File: src/rtl/rstc_pkg.sv
package rstc_pkg;

    // Root-cause codes stored in status [2:0]
    typedef enum logic [2:0] {
        CAUSE_POR = 3'd0,
        CAUSE_PIN = 3'd1,
        CAUSE_SYS = 3'd2
    } cause_e;

    // System-reset sub-source codes stored in status [7:4]
    typedef enum logic [3:0] {
        SUB_NONE   = 4'd0,
        SUB_SW     = 4'd1,
        SUB_LFLOSS = 4'd2
    } sub_e;

    typedef struct packed {
        cause_e cause;
        sub_e   sub;
        logic   tsd;
    } capt_t;

    typedef enum logic [1:0] {
        CAP_ARMED  = 2'd0,
        CAP_LOCKED = 2'd1,
        CAP_REARM  = 2'd2
    } cap_state_e;

    localparam capt_t CAPT_CLEAR = '{cause: CAUSE_POR, sub: SUB_NONE, tsd: 1'b0};

    // Register word addresses
    localparam int ADR_CTRL = 0;
    localparam int ADR_STAT = 1;
    localparam int ADR_PAD  = 2;

    // Control word bit positions
    localparam int CTRL_SW_BIT  = 0;
    localparam int CTRL_LF_BIT  = 1;
    localparam int CTRL_TSD_BIT = 2;
    localparam int CTRL_W       = 3;

    // Status word bit positions
    localparam int STAT_TSD_BIT = 3;
    localparam int STAT_SUB_LSB = 4;
    localparam int STAT_SDW_BIT = 8;
    localparam int STAT_IOW_BIT = 9;

    // Pick the single root cause among simultaneous requests
    function automatic capt_t rank_sources(input logic pin, input logic sw,
                                           input logic lf, input logic tsd);
        capt_t r;
        r = CAPT_CLEAR;
        if (pin) begin
            r.cause = CAUSE_PIN;
        end else if (sw || lf || tsd) begin
            r.cause = CAUSE_SYS;
            if (sw)      r.sub = SUB_SW;
            else if (lf) r.sub = SUB_LFLOSS;
        end
        r.tsd = tsd;
        return r;
    endfunction

    function automatic logic [31:0] pack_status(input capt_t c, input logic sdw,
                                                input logic iow);
        logic [31:0] w;
        w = '0;
        w[2:0]                        = c.cause;
        w[STAT_TSD_BIT]               = c.tsd;
        w[STAT_SUB_LSB +: 4]          = c.sub;
        w[STAT_SDW_BIT]               = sdw;
        w[STAT_IOW_BIT]               = iow;
        return w;
    endfunction

endpackage

File: src/rtl/rstc_ctrl_regs.sv
module rstc_ctrl_regs
    import rstc_pkg::*;
#(
    parameter int ADDR_W = 2
) (
    input  logic              clk,
    input  logic              por,
    input  logic              wen,
    input  logic [ADDR_W-1:0] addr,
    input  logic [CTRL_W-1:0] wbits,
    input  logic              sys_rst,
    input  logic              sd_wake,
    input  logic              io_wake,
    output logic              sw_req,
    output logic              lf_en,
    output logic              tsd_en,
    output logic              pad_rel,
    output logic              sd_flag,
    output logic              io_flag
);

    logic wr_ctrl, wr_pad, flag_clr;

    assign wr_ctrl  = wen && (addr == ADDR_W'(ADR_CTRL));
    assign wr_pad   = wen && (addr == ADDR_W'(ADR_PAD));
    assign flag_clr = wr_pad && wbits[0];

    always_ff @(posedge clk) begin
        if (por) begin
            sw_req  <= 1'b0;
            lf_en   <= 1'b0;
            tsd_en  <= 1'b0;
            pad_rel <= 1'b0;
            sd_flag <= 1'b0;
            io_flag <= 1'b0;
        end else begin
            if (wr_ctrl) begin
                sw_req <= wbits[CTRL_SW_BIT];
                lf_en  <= wbits[CTRL_LF_BIT];
                tsd_en <= wbits[CTRL_TSD_BIT];
            end
            // self-clear beats a write so a request cannot loop
            if (sw_req && sys_rst) sw_req <= 1'b0;
            if (wr_pad) pad_rel <= wbits[0];
            sd_flag <= (sd_flag && !flag_clr) || sd_wake;
            io_flag <= (io_flag && !flag_clr) || io_wake;
        end
    end

    assert_swreq_selfclear_R2: assert property (@(posedge clk) disable iff (por)
        (sw_req && sys_rst) |=> !sw_req);

    assert_wake_clear_R9: assert property (@(posedge clk) disable iff (por)
        (flag_clr && !sd_wake && !io_wake) |=> (!sd_flag && !io_flag));

endmodule

File: src/rtl/rstc_src_arb.sv
module rstc_src_arb
    import rstc_pkg::*;
(
    input  logic  por,
    input  logic  pin,
    input  logic  sw_req,
    input  logic  lf_loss,
    input  logic  lf_en,
    input  logic  tsd,
    input  logic  tsd_en,
    output logic  src_any,
    output logic  sys_rst,
    output capt_t rank
);

    logic lf_act, tsd_act;

    assign lf_act  = lf_loss && lf_en;
    assign tsd_act = tsd && tsd_en;
    assign src_any = pin || sw_req || lf_act || tsd_act;
    assign sys_rst = por || src_any;
    assign rank    = rank_sources(pin, sw_req, lf_act, tsd_act);

endmodule

File: src/rtl/rstc_capture.sv
module rstc_capture
    import rstc_pkg::*;
(
    input  logic  clk,
    input  logic  por,
    input  logic  src_any,
    input  capt_t rank,
    output capt_t stat
);

    cap_state_e state;
    capt_t      pend;

    always_ff @(posedge clk) begin
        if (por) begin
            state <= CAP_ARMED;
            pend  <= CAPT_CLEAR;
            stat  <= CAPT_CLEAR;
        end else begin
            unique case (state)
                CAP_ARMED: begin
                    if (src_any) begin
                        pend  <= rank;
                        state <= CAP_LOCKED;
                    end
                end
                CAP_LOCKED: begin
                    if (!src_any) begin
                        stat  <= pend;
                        state <= CAP_REARM;
                    end
                end
                CAP_REARM: begin
                    if (src_any) begin
                        pend  <= CAPT_CLEAR;
                        state <= CAP_LOCKED;
                    end else begin
                        state <= CAP_ARMED;
                    end
                end
                default: state <= CAP_ARMED;
            endcase
        end
    end

    assert_lock_hold_R7: assert property (@(posedge clk) disable iff (por)
        (state == CAP_LOCKED && src_any) |=> $stable(stat));

    assert_rearm_por_R8: assert property (@(posedge clk) disable iff (por)
        (state == CAP_REARM && src_any) |=> (state == CAP_LOCKED && pend.cause == CAUSE_POR));

    assert_code_legal_R6: assert property (@(posedge clk) disable iff (por)
        (stat.cause <= CAUSE_SYS) && (stat.sub <= SUB_LFLOSS));

    assert_pin_nosub_R6: assert property (@(posedge clk) disable iff (por)
        (stat.cause == CAUSE_PIN) |-> (stat.sub == SUB_NONE));

endmodule

File: src/rtl/rstc_top.sv
module rstc_top
    import rstc_pkg::*;
#(
    parameter int DATA_W = 32,
    parameter int ADDR_W = 2
) (
    input  logic              clk,
    input  logic              por_i,
    input  logic              pin_rst_i,
    input  logic              lf_loss_i,
    input  logic              tsd_i,
    input  logic              sd_wake_i,
    input  logic              io_wake_i,
    input  logic              reg_wen_i,
    input  logic [ADDR_W-1:0] reg_addr_i,
    input  logic [DATA_W-1:0] reg_wdata_i,
    output logic [DATA_W-1:0] reg_rdata_o,
    output logic              sys_rst_o,
    output logic [2:0]        stat_cause_o,
    output logic [3:0]        stat_sub_o,
    output logic              stat_tsd_o,
    output logic              stat_sdwake_o,
    output logic              stat_iowake_o
);

    logic  sw_req, lf_en, tsd_en, pad_rel, sd_flag, io_flag;
    logic  src_any, sys_rst;
    capt_t rank, stat;
    logic  unused_wdata;

    assign unused_wdata = ^reg_wdata_i[DATA_W-1:CTRL_W];

    rstc_ctrl_regs #(.ADDR_W(ADDR_W)) u_regs (
        .clk     (clk),
        .por     (por_i),
        .wen     (reg_wen_i),
        .addr    (reg_addr_i),
        .wbits   (reg_wdata_i[CTRL_W-1:0]),
        .sys_rst (sys_rst),
        .sd_wake (sd_wake_i),
        .io_wake (io_wake_i),
        .sw_req  (sw_req),
        .lf_en   (lf_en),
        .tsd_en  (tsd_en),
        .pad_rel (pad_rel),
        .sd_flag (sd_flag),
        .io_flag (io_flag)
    );

    rstc_src_arb u_arb (
        .por     (por_i),
        .pin     (pin_rst_i),
        .sw_req  (sw_req),
        .lf_loss (lf_loss_i),
        .lf_en   (lf_en),
        .tsd     (tsd_i),
        .tsd_en  (tsd_en),
        .src_any (src_any),
        .sys_rst (sys_rst),
        .rank    (rank)
    );

    rstc_capture u_cap (
        .clk     (clk),
        .por     (por_i),
        .src_any (src_any),
        .rank    (rank),
        .stat    (stat)
    );

    assign sys_rst_o     = sys_rst;
    assign stat_cause_o  = stat.cause;
    assign stat_sub_o    = stat.sub;
    assign stat_tsd_o    = stat.tsd;
    assign stat_sdwake_o = sd_flag;
    assign stat_iowake_o = io_flag;

    always_comb begin
        reg_rdata_o = '0;
        if (reg_addr_i == ADDR_W'(ADR_CTRL)) begin
            reg_rdata_o[CTRL_SW_BIT]  = sw_req;
            reg_rdata_o[CTRL_LF_BIT]  = lf_en;
            reg_rdata_o[CTRL_TSD_BIT] = tsd_en;
        end else if (reg_addr_i == ADDR_W'(ADR_STAT)) begin
            reg_rdata_o = DATA_W'(pack_status(stat, sd_flag, io_flag));
        end else if (reg_addr_i == ADDR_W'(ADR_PAD)) begin
            reg_rdata_o[0] = pad_rel;
        end
    end

    assert_tsd_holds_R4: assert property (@(posedge clk) disable iff (por_i)
        (tsd_en && tsd_i) |-> sys_rst_o);

    assert_pin_reset_R5: assert property (@(posedge clk) disable iff (por_i)
        pin_rst_i |-> sys_rst_o);

endmodule

File: config.mk
export PLATFORM = sky130hd
export DESIGN_NAME = rstc_top
export DESIGN_NICKNAME = d
export VERILOG_FILES = /design/src/rtl/rstc_pkg.sv /design/src/rtl/rstc_ctrl_regs.sv /design/src/rtl/rstc_src_arb.sv /design/src/rtl/rstc_capture.sv /design/src/rtl/rstc_top.sv
export SDC_FILE = /design/constraint.sdc
export NUM_CORES = 1
export LEC_CHECK = 0
export CAP_MARGIN = 15
export CORE_UTILIZATION = 52
export CTS_CLUSTER_DIAMETER = 30
export DETAILED_ROUTE_END_ITERATION = 8
export DONT_BUFFER_PORTS = 1
export PLACE_DENSITY = 0.75
export SLEW_MARGIN = 15
export SYNTH_ARGS = -nofsm -noshare
export SYNTH_HDL_FRONTEND = slang
export SYNTH_HIERARCHICAL = 1
export SYNTH_SLANG_ARGS = --single-unit
export TNS_END_PERCENT = 30
File: constraint.sdc
create_clock -name clk -period 1.47 [get_ports clk]
set_input_delay 0 -clock clk [delete_from_list [all_inputs] [get_ports clk]]
set_output_delay 0 -clock clk [all_outputs]
set_load 0.005 [all_outputs]
# Word level (Yosys, flattened, before mapping)
# Index checks and enable logic that the tools add are counted.
# totals
register_bits,24
in_bits,42
out_inout_bits,43
word_cells,62
# op_classes
n_eq_ne,7
n_mux,17
bitwise,1
reduce_logical,24
# op_table
operator,n
$mux 29,1
$mux 8,2
$pmux 8 s2,1
$mux 2,5
$mux 9,1
$logic_and 1x1->1,8
$logic_or 1x1->1,8
$mux 6,1
$ne 2x2->1 const B,3
$pmux 2 s3,1
$eq 2x1->1 const B,2
$eq 2x2->1 const B,2
$logic_not 2->1,2
$mux 4,1
$reduce_and 2->1,2
$mux 1,3
$mux 3,1
$reduce_and 3->1,1
$reduce_bool 2->1,1
$reduce_or 2->1,1
$logic_not 1->1,1
$not 1->1,1

# Logic depth before layout (Yosys ltp)
# depth
word_depth,7
mapped_depth,6
depth_no_buf,5

# By module
# Netlist, hierarchy kept.
# by_module_without_submodules
mod,instances,cells_each,area_per_inst_um2
rstc_capture,1,69,671.9
rstc_top,1,38,276.5
rstc_ctrl_regs,1,25,269.0
rstc_src_arb,1,15,96.3

# Worst setup path after synthesis
# No wires, ideal clock.
# synth_timing
path_type,register to register
start,reg u_regs.lf_en
end,"reg, netlist name u_cap/stat[0]"
setup_ns,0.128
arrival_ns,1.174
slack_ns,0.168
path_stages_with_launch,7
n_path_buf,1
cell_sequence,dfxtp_1 > a22oi_2 > nand2_1 > nor3b_2 > buf_6 > mux2i_1 > nor2_1
# synth_between
elab_chain_len,5
# synth_rtl
element,line,text
from (decl),rstc_ctrl_regs.sv:15,"output logic lf_en,"
from (signal assigned),rstc_ctrl_regs.sv:39,lf_en <= wbits[CTRL_LF_BIT];
$logic_and 1x1->1,rstc_src_arb.sv:18,assign lf_act = lf_loss && lf_en;
$logic_or 1x1->1 (2 in series),rstc_src_arb.sv:20,assign src_any = pin || sw_req || lf_act || tsd_act;
via src_any,rstc_top.sv:27,"logic src_any, sys_rst;"
$not 1->1 (no source line),-,
$reduce_and 2->1 (no source line),-,
# The timed path passes the listed nets, and every way through them passes these cells.
# A chain may end at the register's enable or synchronous reset.

# Final worst setup path
# layout_timing
start,reg u_regs.lf_en
end,"reg, netlist name u_cap/stat[6]"
# layout_between
elab_chain_len,5
# layout_rtl
element,line
$logic_and 1x1->1,rstc_src_arb.sv:18
$logic_or 1x1->1 (2 in series),rstc_src_arb.sv:20
via src_any,rstc_top.sv:27
$not 1->1 (no source line),-
$reduce_and 2->1 (no source line),-
# The timed path passes the listed nets, and every way through them passes these cells.

==> run summary <==
The tools report the number of antenna violations at the first check in global routing as 0. The logs give 0 for the number of maximum-capacitance constraint violations and 29 for the number of different library cells in the post-synthesis netlist. Summed over all failing endpoints, the final setup total negative slack is 0 ps. The post-route antenna net violation count is 0. The clock network latency to the later pin of the worst-skew pair came out at 300 ps.

Class of the tightest hold or removal check: input port to flip-flop. The run gives 0 as the final count of pins violating max slew. The number of vias per cell is 4.97. Pin count of the biggest net entering global routing: 28.

From synthesis to final layout, the design area changed by 6.10%. During synthesis, Yosys emitted a total of 6 warnings. The final weighted congestion in routability-driven placement was 0.846.

The launch instance of the worst min-delay path is lf_loss_i. The run gives 57.2% as the starting density of the core. Cells with a size suffix above 1 make up 10.2% of the layout. The sum of routed wire length over all layers is 2.33 mm.

For this run the aggregate overflow at the end of global routing stands at 0. Sum of internal, switching and leakage power: 1.19 mW. The top cell types in the final layout, fill and taps aside, are 25 x conb_1, 22 x dfxtp_1, 13 x mux2i_1.

Measured on the finished design, the core utilization comes to 60.7%. The largest total area in the synthesized netlist belongs to dfxtp_1. At the worst endpoint, the required time is 1650 ps. Cell at the root of the clock tree: clkbuf_4. The tools report the first-pass detailed-route iteration total as 4. In this run the cell area of the synthesized design comes to 1310 um^2. The worst-margin pin slew came out at 883 ps. The wire-length estimate of the detail-placed layout is 1.48 mm. After synthesis the netlist holds a flip-flop and latch count of 24.

Static timing analysis puts the maximum clock frequency at 695 MHz. In the final routed layout, each cell accounts on average for 12.6 um. In this run the tightest slew margin relative to its limit is 41.0%. The run gives 838 as the number of global-route vias before repair.

By area the synthesized netlist is led by dfxtp_1 37%, buf_4 15%, mux2i_1 9.9%, nand3b_1 6.3%, a21oi_1 3.8%. For this design the ratio of total power to cell area is 851 nW/um^2. For the area of the core, the log shows 2300 um^2. 0 antenna diodes ended up in the layout.

For the number of nets in the layout, the log shows 200. The clock skew is 6.70 ps. Counting flops with a built-in enable in the synthesized netlist gives 0. The overall via count from detail_route was 920; the number of sinks handled by clock tree synthesis was 24. Prior to clock tree synthesis, the placed netlist has a worst setup slack of 60.6 ps. The number of setup buffers added after CTS is 0, and the final critical-path required period is 1440 ps. Number of buffers between clock root and the deepest sink: 2. The run gives 85 as the count of boundary I/O pins. The worst setup path is captured at a flip-flop. The number of clock buffers added by TritonCTS is 3.

The flow ran to the end, and the final reports show no timing, DRC or antenna violations. The worst setup path is launched from a flip-flop. The library cell used most frequently in the layout, excluding fill and tap cells, is conb_1. The floorplan step set the die height to 52.3 um.

Setup repair after global routing could not meet its margin everywhere. For this run, asynchronously set or reset flops after synthesis account for 0%. The tools report the global router's overall resource usage as 18.1%.

In the routed design, unresolved DRC markers number 0. The final count of hold timing violations is 0. The run gives 5 as the initial detailed-routing violation count. The wire length of the first global-routing pass is 3.72 mm. The arrival time of data at the critical path endpoint is 1620 ps, and the non-filler instance count after layout is 185. The critical register-to-register path startpoint is u_regs/lf_en$_SDFFE_PP0P_. The worst-path maximum fanout was 9. The final worst setup slack came out at 30.4 ps.

The die outline area is 2730 um^2. TritonCTS built the clock tree. The share of synthesized area occupied by flip-flops and latches was 36.6%; the fraction of the cycle the final worst path needs was 97.9%. Tracing the worst setup path back leads to its startpoint at u_regs/lf_en$_SDFFE_PP0P_. The width of the die is 52.3 um, and the number of rows in the core area is 17. After clock tree synthesis, the clock-pin slew on the worst setup and hold paths is 130 ps. Once placement completed, the tool counted placed cells totaling 169. The final setup violation count is 0. The average cell area after synthesis works out to 8.94 um^2. For this design the static power due to leakage is 0.568 nW. Input and output buffers added on the ports amount to 0. The cell count after synthesis came out at 147.

The critical path class is flip-flop to flip-flop. The largest registers in the layout are u_cap/pend (8), u_cap/stat (8), u_cap/state (2). Maximum level of the CTS H-tree: 1.

Area share of the largest cell type after synthesis: 36.6%. The most used flip-flop cell after synthesis is dfxtp_1. The tools report the peak supply drop as 0.000478 V.
path summary, 6_finish.rpt:
check,to,slack (ps),depth (start not counted)
worst max-delay path,u_cap/stat[6]$_SDFFE_PP0P_,30,6
worst max register to register,u_cap/stat[6]$_SDFFE_PP0P_,30,6
worst min-delay path,u_cap/pend[2]$_SDFFE_PP0P_,30,3
worst min register to register,u_cap/pend[0]$_SDFFE_PP0P_,460,2
timing repair:
action                                  4_1_cts  5_1_grt
hold endpoints to repair                     24        0
resized for setup                             0        5
endpoints found under the setup margin        0       13
hold buffers                                 12        0
metrics by stage:
step / cell area, um^2 / hold WS [ps]
detailed placement: 1230 / 35.5
global placement: 1230 / 35.6
CTS: 1380 / 10.1
finish: 1390 / 30.0
global route: 1390 / 5.23
floorplan: 1400 / 31.1
synth_stat cells, drive strengths merged (2+ instances only):
library cell	count
a21oi	10
and2	8
buf	30
clkbuf	2
conb	2
dfxtp	24
inv	3
mux2i	13
nand2	9
nand2b	7
nand3b	11
nor2	12
nor2b	4
nor3b	2
o2bb2ai	2
critical path, cell delays in order, from the launching register on:
cell     delay (ps)
dfxtp_2         350
a22oi_2         220
nand2_2         110
nor3b_2         190
buf_6           180
mux2i_1         200
nor2_1           50
final cells by class:
cell class,instances,area (um^2)
clock buffer,4,36.3
fill,206,903
inverter,3,11.3
multi-input combinational,111,682
sequential,24,483
tap,28,35.0
timing repair buffer,15,146
cells by family (layout without fill, tap and decap cells):
kind of cell | Yosys count | in the layout | share of synthesized area [%]
AOI/OAI and AO/OA | 17 | 17 | 8.48
buffers and inverters | 35 | 22 | 18.5
DFF | 24 | 24 | 36.6
muxes | 13 | 13 | 9.90
other | 2 | 25 | 0.572
and+or+nand+nor | 56 | 56 | 26.0
power by group:
| group | internal (mW) | switching, mW |
|---|---|---|
| Clock | 0.151 | 0.185 |
| Combinational | 0.0735 | 0.0837 |
| Sequential | 0.675 | 0.0183 |
routing by layer:
metal	part of all wire [%]	up-vias	wire (um)	global-route usage, %
met3	6.1	2	142	4.35
met5	0	-	0	0
met1	44	420	1020	22.2
met2	49	38	1150	31.2
met4	0.56	0	13	5.26
li1	-	460	-	-
Power figures use the tool's default switching activity.
